==> src/rtl/ptr_agu_pkg.sv <==
package ptr_agu_pkg;
  typedef enum logic [1:0] {
    AM_PLAIN   = 2'd0,
    AM_PREDEC  = 2'd1,
    AM_POSTINC = 2'd2,
    AM_DISP    = 2'd3
  } amode_e;
endpackage

==> src/rtl/ptr_pair_mux.sv <==
module ptr_pair_mux #(
  parameter int unsigned NUM_PAIRS = 3,
  parameter int unsigned PTR_W     = 16,
  localparam int unsigned SEL_W    = $clog2(NUM_PAIRS)
) (
  input  logic [NUM_PAIRS*PTR_W-1:0] file_i,
  input  logic [SEL_W-1:0]           sel_i,
  output logic [PTR_W-1:0]           ptr_o,
  output logic                       hit_o
);
  logic [NUM_PAIRS-1:0] hit;

  for (genvar k = 0; k < NUM_PAIRS; k++) begin : g_hit
    assign hit[k] = (sel_i == SEL_W'(k));
  end

  always_comb begin
    ptr_o = '0;
    for (int k = 0; k < NUM_PAIRS; k++) begin
      if (hit[k]) ptr_o = ptr_o | file_i[k*PTR_W +: PTR_W];
    end
  end

  assign hit_o = |hit;
endmodule

==> src/rtl/ptr_ea_calc.sv <==
module ptr_ea_calc
  import ptr_agu_pkg::*;
#(
  parameter int unsigned PTR_W  = 16,
  parameter int unsigned DISP_W = 6
) (
  input  logic [PTR_W-1:0]  ptr_i,
  input  amode_e            mode_i,
  input  logic [DISP_W-1:0] disp_i,
  output logic [PTR_W-1:0]  ea_o,
  output logic [PTR_W-1:0]  nxt_o,
  output logic              wb_o
);
  logic [PTR_W-1:0] dec, inc, off;

  assign dec = ptr_i - PTR_W'(1);
  assign inc = ptr_i + PTR_W'(1);
  assign off = ptr_i + PTR_W'(disp_i);

  always_comb begin
    ea_o  = ptr_i;
    nxt_o = ptr_i;
    wb_o  = 1'b0;
    unique case (mode_i)
      AM_PLAIN:   ;
      AM_PREDEC:  begin ea_o = dec; nxt_o = dec; wb_o = 1'b1; end
      AM_POSTINC: begin nxt_o = inc; wb_o = 1'b1; end
      AM_DISP:    ea_o = off;
      default:    ;
    endcase
  end
endmodule

==> src/rtl/ptr_bound_chk.sv <==
module ptr_bound_chk #(
  parameter int unsigned PTR_W = 16,
  parameter int unsigned LIMIT = 4096
) (
  input  logic [PTR_W-1:0] addr_i,
  output logic             ok_o
);
  localparam bit FULL = (LIMIT >> PTR_W) != 0;

  if (FULL) begin : g_full
    logic unused;
    assign unused = ^addr_i;
    assign ok_o   = 1'b1;
  end else begin : g_cmp
    assign ok_o = 32'(addr_i) < LIMIT;
  end
endmodule

==> src/rtl/ptr_agu.sv <==
module ptr_agu
  import ptr_agu_pkg::*;
#(
  parameter int unsigned NUM_PAIRS  = 3,
  parameter int unsigned REG_W      = 8,
  parameter int unsigned DISP_W     = 6,
  parameter int unsigned DMEM_BYTES = 4096,
  parameter int unsigned PMEM_BYTES = 8192,
  localparam int unsigned PTR_W     = 2 * REG_W,
  localparam int unsigned SEL_W     = $clog2(NUM_PAIRS)
) (
  input  logic                       req_i,
  input  logic                       prog_i,
  input  logic [SEL_W-1:0]           pair_sel_i,
  input  logic [1:0]                 mode_i,
  input  logic [DISP_W-1:0]          disp_i,
  input  logic [NUM_PAIRS*PTR_W-1:0] ptr_file_i,
  output logic [PTR_W-1:0]           addr_o,
  output logic                       go_o,
  output logic                       wb_en_o,
  output logic [SEL_W-1:0]           wb_pair_o,
  output logic [REG_W-1:0]           wb_lo_o,
  output logic [REG_W-1:0]           wb_hi_o,
  output logic                       illegal_o,
  output logic                       oob_o
);
  localparam logic [SEL_W-1:0] Z_SEL = SEL_W'(NUM_PAIRS - 1);

  amode_e           mode;
  logic [SEL_W-1:0] eff_sel;
  logic [PTR_W-1:0] ptr, ea, nxt;
  logic             pair_hit, wb_req, dm_ok, pm_ok;
  logic             mode_ok, legal, in_rng;

  assign mode    = amode_e'(mode_i);
  assign eff_sel = prog_i ? Z_SEL : pair_sel_i;

  ptr_pair_mux #(.NUM_PAIRS(NUM_PAIRS), .PTR_W(PTR_W)) u_mux (
    .file_i (ptr_file_i),
    .sel_i  (eff_sel),
    .ptr_o  (ptr),
    .hit_o  (pair_hit)
  );

  ptr_ea_calc #(.PTR_W(PTR_W), .DISP_W(DISP_W)) u_ea (
    .ptr_i  (ptr),
    .mode_i (mode),
    .disp_i (disp_i),
    .ea_o   (ea),
    .nxt_o  (nxt),
    .wb_o   (wb_req)
  );

  ptr_bound_chk #(.PTR_W(PTR_W), .LIMIT(DMEM_BYTES)) u_dm_bnd (
    .addr_i (ea),
    .ok_o   (dm_ok)
  );

  ptr_bound_chk #(.PTR_W(PTR_W), .LIMIT(PMEM_BYTES)) u_pm_bnd (
    .addr_i (ea),
    .ok_o   (pm_ok)
  );

  // program loads only know plain and post-increment
  assign mode_ok = !prog_i || (mode == AM_PLAIN) || (mode == AM_POSTINC);
  assign legal   = mode_ok && pair_hit;
  assign in_rng  = prog_i ? pm_ok : dm_ok;

  assign illegal_o = req_i && !legal;
  assign oob_o     = req_i && legal && !in_rng;
  assign go_o      = req_i && legal && in_rng;
  assign wb_en_o   = go_o && wb_req;
  assign wb_pair_o = eff_sel;
  assign addr_o    = ea;
  assign wb_lo_o   = nxt[REG_W-1:0];
  assign wb_hi_o   = nxt[PTR_W-1:REG_W];
endmodule

==> config.mk <==
export PLATFORM = sky130hd
export DESIGN_NAME = ptr_agu
export DESIGN_NICKNAME = d
export VERILOG_FILES = /design/src/rtl/ptr_agu_pkg.sv /design/src/rtl/ptr_pair_mux.sv /design/src/rtl/ptr_ea_calc.sv /design/src/rtl/ptr_bound_chk.sv /design/src/rtl/ptr_agu.sv
export SDC_FILE = /design/constraint.sdc
export NUM_CORES = 1
export LEC_CHECK = 0
export BUFFER_PORTS_ARGS = -buffer_cell sky130_fd_sc_hd__clkbuf_2
export CAP_MARGIN = 40
export CORE_MARGIN = 8
export CORE_UTILIZATION = 46
export DETAILED_ROUTE_END_ITERATION = 16
export MAX_ROUTING_LAYER = met4
export PLACE_DENSITY = 0.81
export SKIP_LAST_GASP = 1
export SYNTH_ARGS = -nofsm -noshare
export SYNTH_HDL_FRONTEND = slang
export SYNTH_HIERARCHICAL = 1
export SYNTH_SLANG_ARGS = --single-unit
==> constraint.sdc <==
create_clock -name vclk -period 4.1
set_clock_uncertainty 0.1 [all_clocks]
set_input_delay 0.615 -clock vclk [all_inputs]
set_output_delay 0.615 -clock vclk [all_outputs]
set_load 0.01 [all_outputs]
# ---- Word level (Yosys, flattened, before mapping)
# Cells that the tools add are included.
dict set report op_classes {
  n_addsub 3
  reduce_logical 15
  mux 8
  order_cmp 2
  bitwise_logic 2
  eq_ne 5
}
# op count
set ops {}
lappend ops {{$pmux W16 S2} 2}
lappend ops {{$mux W16} 3}
lappend ops {{$or A16 B16 Y16} 2}
lappend ops {{$add A16 B1 Y16 const B} 1}
lappend ops {{$add A16 B6 Y16} 1}
lappend ops {{$lt A16 B13 Y1 const B} 1}
lappend ops {{$lt A16 B14 Y1 const B} 1}
lappend ops {{$sub A16 B1 Y16 const B} 1}
lappend ops {{$eq A2 B2 Y1 const B} 3}
lappend ops {{$logic_and A1 B1 Y1} 6}
lappend ops {{$eq A2 B1 Y1 const B} 2}
lappend ops {{$logic_not A2 Y1} 2}
lappend ops {{$logic_not A1 Y1} 3}
lappend ops {{$reduce_or A3 Y1} 1}
lappend ops {{$logic_or A1 B1 Y1} 2}
lappend ops {{$mux W1} 2}
lappend ops {{$mux W2} 1}
lappend ops {{$reduce_or A2 Y1} 1}
dict set report totals {
  regBits 0
  output_inout_bits 38
  input_bits 60
}

# ---- Depth between registers and ports, before layout
dict set report depth {
  depth_word 13
  depth_mapped 16
}

# ---- Cells and area by module
# The synthesis kept the hierarchy.
# mod cells_each area_each_um2 seq_area_each_um2 n_inst
set by_module_without_submodules {}
lappend by_module_without_submodules {ptr_ea_calc 276 1694.1 0.0 1}
lappend by_module_without_submodules {ptr_pair_mux 40 386.6 0.0 1}
lappend by_module_without_submodules {ptr_agu 13 82.6 0.0 1}
lappend by_module_without_submodules {{ptr_bound_chk (u_dm_bnd)} 1 12.5 0.0 1}
lappend by_module_without_submodules {{ptr_bound_chk (u_pm_bnd)} 1 10.0 0.0 1}

# ---- Least setup slack after synthesis
# Ideal clock, no wire load.
dict set report synth_timing {
  kind {input -> output}
  from {input port prog_i}
  to {output port oob_o}
  n_path_buf 3
  t_arrival_ps 3947
  path_stages 16
  path_slack_ps -562
  path_cell_list {and2b_2 > buf_6 > nor2b_4 > buf_6 > o2bb2ai_1 > clkbuf_1 > inv_1 > fa_1 > nor2b_1 > o31ai_1 > a211oi_1 > xnor2_1 > o21ai_0 > nor3_2 > or3b_1 > a21oi_2}
}
dict set report synth_between {
  elab_chain_cells 13
  word_cells_on_any_way 23
}
# item line_no
set synth_rtl {}
lappend synth_rtl {{start, declared} ptr_agu.sv:13} ;# input logic prog_i,
lappend synth_rtl {{$mux W2 (*)} ptr_agu.sv:36} ;# assign eff_sel = prog_i ? Z_SEL : pair_sel_i;
lappend synth_rtl {{$logic_not A2 Y1} ptr_pair_mux.sv:14} ;# assign hit[k] = (sel_i == SEL_W'(k));
lappend synth_rtl {{$mux W16} ptr_pair_mux.sv:20} ;# if (hit[k]) ptr_o = ptr_o | file_i[k*PTR_W +: PTR_W];
lappend synth_rtl {{$or A16 B16 Y16} ptr_pair_mux.sv:20}
lappend synth_rtl {{$mux W16} ptr_pair_mux.sv:20}
lappend synth_rtl {{$or A16 B16 Y16} ptr_pair_mux.sv:20}
lappend synth_rtl {{$mux W16 (*)} ptr_pair_mux.sv:20}
lappend synth_rtl {{via ptr[1]} ptr_agu.sv:31} ;# logic [PTR_W-1:0] ptr, ea, nxt;
lappend synth_rtl {{$add A16 B6 Y16 or $sub A16 B1 Y16 (tied branches)} {ptr_ea_calc.sv:18, ptr_ea_calc.sv:16}}
lappend synth_rtl {{$pmux W16 S2 (*)} ptr_ea_calc.sv:24} ;# unique case (mode_i)
lappend synth_rtl {{via addr_o[14]} ptr_agu.sv:18} ;# output logic [PTR_W-1:0] addr_o,
lappend synth_rtl {{$lt A16 B14 Y1 (*)} ptr_bound_chk.sv:15} ;# assign ok_o = 32'(addr_i) < LIMIT;
lappend synth_rtl {{via pm_ok} ptr_agu.sv:32} ;# logic pair_hit, wb_req, dm_ok, pm_ok;
lappend synth_rtl {{$mux W1 (*)} ptr_agu.sv:67} ;# assign in_rng = prog_i ? pm_ok : dm_ok;
lappend synth_rtl {{$logic_not A1 Y1 (*)} ptr_agu.sv:70} ;# assign oob_o = req_i && legal && !in_rng;
lappend synth_rtl {{$logic_and A1 B1 Y1 (*)} ptr_agu.sv:70}
lappend synth_rtl {{end, declared} ptr_agu.sv:25} ;# output logic oob_o
# The timed path passes the listed nets; every way through them passes the cells marked *.

# ---- Worst setup path after layout
dict set report layout_timing {
  from {input port prog_i}
  to {output port oob_o}
}
dict set report layout_between {
  elab_chain_cells 13
  word_cells_on_any_way 23
}
# item line_no
set layout_rtl {}
lappend layout_rtl {{$mux W2 (*)} ptr_agu.sv:36}
lappend layout_rtl {{$logic_not A2 Y1} ptr_pair_mux.sv:14}
lappend layout_rtl {{$mux W16} ptr_pair_mux.sv:20}
lappend layout_rtl {{$or A16 B16 Y16} ptr_pair_mux.sv:20}
lappend layout_rtl {{$mux W16} ptr_pair_mux.sv:20}
lappend layout_rtl {{$or A16 B16 Y16} ptr_pair_mux.sv:20}
lappend layout_rtl {{$mux W16 (*)} ptr_pair_mux.sv:20}
lappend layout_rtl {{via ptr[0]} ptr_agu.sv:31}
lappend layout_rtl {{$add A16 B6 Y16 or $sub A16 B1 Y16 (tied branches)} {ptr_ea_calc.sv:18, ptr_ea_calc.sv:16}}
lappend layout_rtl {{$pmux W16 S2 (*)} ptr_ea_calc.sv:24}
lappend layout_rtl {{$lt A16 B14 Y1 (*)} ptr_bound_chk.sv:15}
lappend layout_rtl {{via pm_ok} ptr_agu.sv:32}
lappend layout_rtl {{$mux W1 (*)} ptr_agu.sv:67}
lappend layout_rtl {{$logic_not A1 Y1 (*)} ptr_agu.sv:70}
lappend layout_rtl {{$logic_and A1 B1 Y1 (*)} ptr_agu.sv:70}
# Marked as above.

==> metrics.md <==
| Metric | Value |
|---|---|
| Status | `finished, violations left` |
| Violated checks | `setup timing` |
| Final Wtd Congestion | `~1` |
| Slew Viols, Final | `0` |
| Drt via density | `between 6 and 7` |
| Setup crit end kind | `output port` |
| Hold buffer count at cts | `0` |
| Post-route DRC | `0` |
| Endpoints failing hold | `0` |
| PnR worst setup slack | `-0.327 ns` |
| Wire per inst | `~19 um` |
| DIE WIDTH | `between 80 and 90 um` |
| Crit path capture | `oob_o` |
| Unrepaired setup endpoints after global routing | `yes` |
| Die Span Y | `84.9 um` |
| Max Cap Viol | `0` |
| Synth unique cells | `65` |
| Final WL | `~10000 um` |
| Layout cells sized above 1 | `roughly half` |
| Post-DRT Antenna Nets | `0` |
| Final core utilization | `around 80%` |
| Logic gate share of total power | `100.0%` |
| Initial antenna violation count | `0` |
| Maximum number of pins on one net before global-route repair | `25` |
| Mean post-synth cell area | `around 6.6 um^2` |
| Gr ovfl total | `0` |
| Placement Setup Slack | `-0.444 ns` |
| Total internal power | `between 0.2 and 0.3 mW` |
| Die Area | `~7000 um^2` |
| Syn_nets | `slightly above 400` |
| Vias | `about 3500` |
| Cell area after layout | `roughly 3600 um^2` |
| Hold crit path type | `input port to output port` |
| Synthesized area | `between 2000 and 2500 um^2` |
| Starting DRT DRC Count | `between 200 and 250` |
| Fin Hold WS | `roughly 1.5 ns` |
| Fill cells | `roughly 320` |
| CP Launch Point | `prog_i` |
| Pleak | `between 1.5 and 2 nW` |
| DPL Wire Length | `7550 um` |
| First-pass GRT wire length | `roughly 15000 um` |
| Multi-input logic area | `2250 um^2` |
| Startpoint type of the worst setup path | `input port` |
| Slew @ Worst Pin | `around 0.48 ns` |
| Critical Path RT | `3.38 ns` |
| Vias in the first global route | `3261` |
| Number of diodes | `0` |
| I/O Pins | `98` |
| Initial Util | `a little under half` |
| Post-Syn Instances | `~330` |
| Layout Nets | `roughly 560` |
| Layout Area Growth over Synthesis | `66.3%` |
| Min cycle time layout | `roughly 4.4 ns` |
| Worst vdd ir | `approximately 0.10 mV` |
| Core Rows | `25` |
| Port Buffers | `just under 100` |
| Reg power frac | `0%` |
| Worst-path fanout max | `11` |
| Rel. slew slack | `roughly two thirds` |
| Yosys warns | `6` |
| Clock Buffer Count | `0` |
| Worst Setup Path Type | `input port to output port` |
| Worst EP arrival | `3.71 ns` |
| Fmax | `226 MHz` |
| Core area | `4660 um^2` |
| Clock power frac | `0%` |
| Layout sequential cell count | `0` |
| Register area | `0 um^2` |
| P per Cell Area | `154 nW/um^2` |
| Placed Area | `approximately 3200 um^2` |
| Post-synthesis sequential area ratio | `0%` |
| Fin crit share | `108%` |
| First-pass iteration count of the detailed router | `5` |
| Net Sw Frac | `roughly 54%` |
| Gr usage total | `25.7%` |
| Sw power | `0.302 mW` |
| Setup violations, final | `3` |
[worst min path at each step]
| stage | start | end | slack, ns | cells past startpoint |
|---|---|---|---|---|
| floorplan | prog_i | wb_pair_o[1] | 1.24 | 1 |
| global placement | req_i | illegal_o | 1.46 | 3 |
| detailed placement | req_i | illegal_o | 1.47 | 3 |
| CTS | req_i | illegal_o | 1.47 | 3 |
| global route | req_i | illegal_o | 1.48 | 3 |
| finish | req_i | illegal_o | 1.48 | 3 |
[timing repair]
item	in CTS	in global routing
resized for setup	9	46
pin swaps	3	20
endpoints found under the setup margin	6	11
buffers inserted	8	16
[through the flow]
step	std cells	TNS, ns	total power [mW]
floorplan	331	-0.282	0.278
detailed placement	520	-1.36	0.477
global placement	520	-1.01	0.464
global route	542	-1.70	0.598
CTS	528	-0.736	0.493
finish	542	-0.965	0.559
[layout by cell type (no fill, tap or decap), types with 4 or more instances in the layout]
cell type,synthesis,final
buf_4,0,86
nor3_1,8,7
nand3_1,14,13
o31a_1,4,4
o2bb2ai_2,0,9
xnor2_1,6,6
a31oi_1,7,7
inv_1,13,13
o31ai_1,9,8
a21oi_1,23,19
buf_6,4,7
nor2_1,17,17
o211ai_1,5,5
mux2i_1,17,12
o2bb2ai_1,17,5
nand2_1,26,25
ha_1,11,8
o21a_1,5,5
nand4_1,6,6
and3_1,6,6
clkbuf_2,1,93
a21oi_2,1,5
o21ai_0,26,23
o221ai_1,5,5
[power by group through the flow]
stage               Combinational (mW)  Clock, mW  Sequential (mW)
finish                           0.559          0                0
global route                     0.598          0                0
CTS                              0.493          0                0
detailed placement               0.477          0                0
global placement                 0.464          0                0
floorplan                        0.278          0                0
[area by class of cell]
class | instances | area share [%]
multi-input combinational | 281 | 61.8
timing repair buffer | 192 | 34.8
tap | 54 | 1.86
inverter | 15 | 1.55
[logic make-up (layout without fill, tap and decap cells)]
| logic type | after synthesis | after routing | share of synthesized area, % |
|---|---|---|---|
| AO/OA/AOI/OAI | 129 | 129 | 41.0 |
| XOR/XNOR | 9 | 9 | 3.61 |
| adder cells (fa/ha/maj) | 12 | 12 | 7.21 |
| buffers and inverters | 50 | 207 | 11.2 |
| multiplexers | 17 | 17 | 7.78 |
| AND/OR/NAND/NOR | 114 | 114 | 29.3 |
[worst max-delay path: stages]
cell and delay (ns):
buf_6 0.09, and2b_4 0.28, buf_12 0.13, mux2i_1 0.27
o2bb2ai_4 0.08, buf_4 0.18, inv_1 0.08, ha_2 0.21
nor4b_4 0.19, buf_4 0.15, nand4b_1 0.12, xnor2_1 0.31
a22oi_2 0.14, o21ai_2 0.13, nor3_2 0.06, or3b_1 0.40
a21oi_2 0.12, buf_2 0.14
[synth_stat cells, drive strengths merged, types with 2 or more instances]
| master | n | area, um^2 |
|---|---|---|
| a311oi | 3 | 26.3 |
| nor2b | 5 | 38.8 |
| nand4 | 6 | 37.5 |
| ha | 11 | 138 |
| o211ai | 5 | 37.5 |
| nor4 | 4 | 31.3 |
| a21oi | 24 | 124 |
| and3 | 6 | 37.5 |
| o31ai | 9 | 67.6 |
| nand2b | 4 | 32.5 |
| a31oi | 7 | 43.8 |
| nand4b | 2 | 17.5 |
| o31a | 4 | 35.0 |
| clkinv | 2 | 7.51 |
| nor3 | 10 | 60.1 |
| a21boi | 2 | 15.0 |
| nand2 | 26 | 97.6 |
| xor2 | 3 | 26.3 |
| nand3b | 2 | 15.0 |
| clkbuf | 25 | 95.1 |
| o2bb2ai | 17 | 149 |
| nand3 | 14 | 70.1 |
| a21o | 3 | 22.5 |
| o21ai | 26 | 130 |
| nor2 | 17 | 63.8 |
| inv | 13 | 48.8 |
| o21a | 5 | 37.5 |
| mux2i | 17 | 170 |
| a211oi | 4 | 30.0 |
| xnor2 | 6 | 52.6 |
| a22oi | 3 | 22.5 |
| and4 | 2 | 17.5 |
| buf | 10 | 92.6 |
| or4 | 4 | 33.8 |
| o41ai | 2 | 17.5 |
| a221o | 2 | 20.0 |
| o221ai | 5 | 43.8 |
| and2b | 2 | 16.3 |
| or2 | 2 | 12.5 |
| nor3b | 2 | 15.0 |
| and2 | 3 | 18.8 |
[per-layer routing]
metal,GRT usage (%),share of wire (%)
met1,29.5,38
met3,3.38,9.1
met2,44.2,48
met5,-,0
met4,9.71,4.7
(Power assumes the default switching activity.)
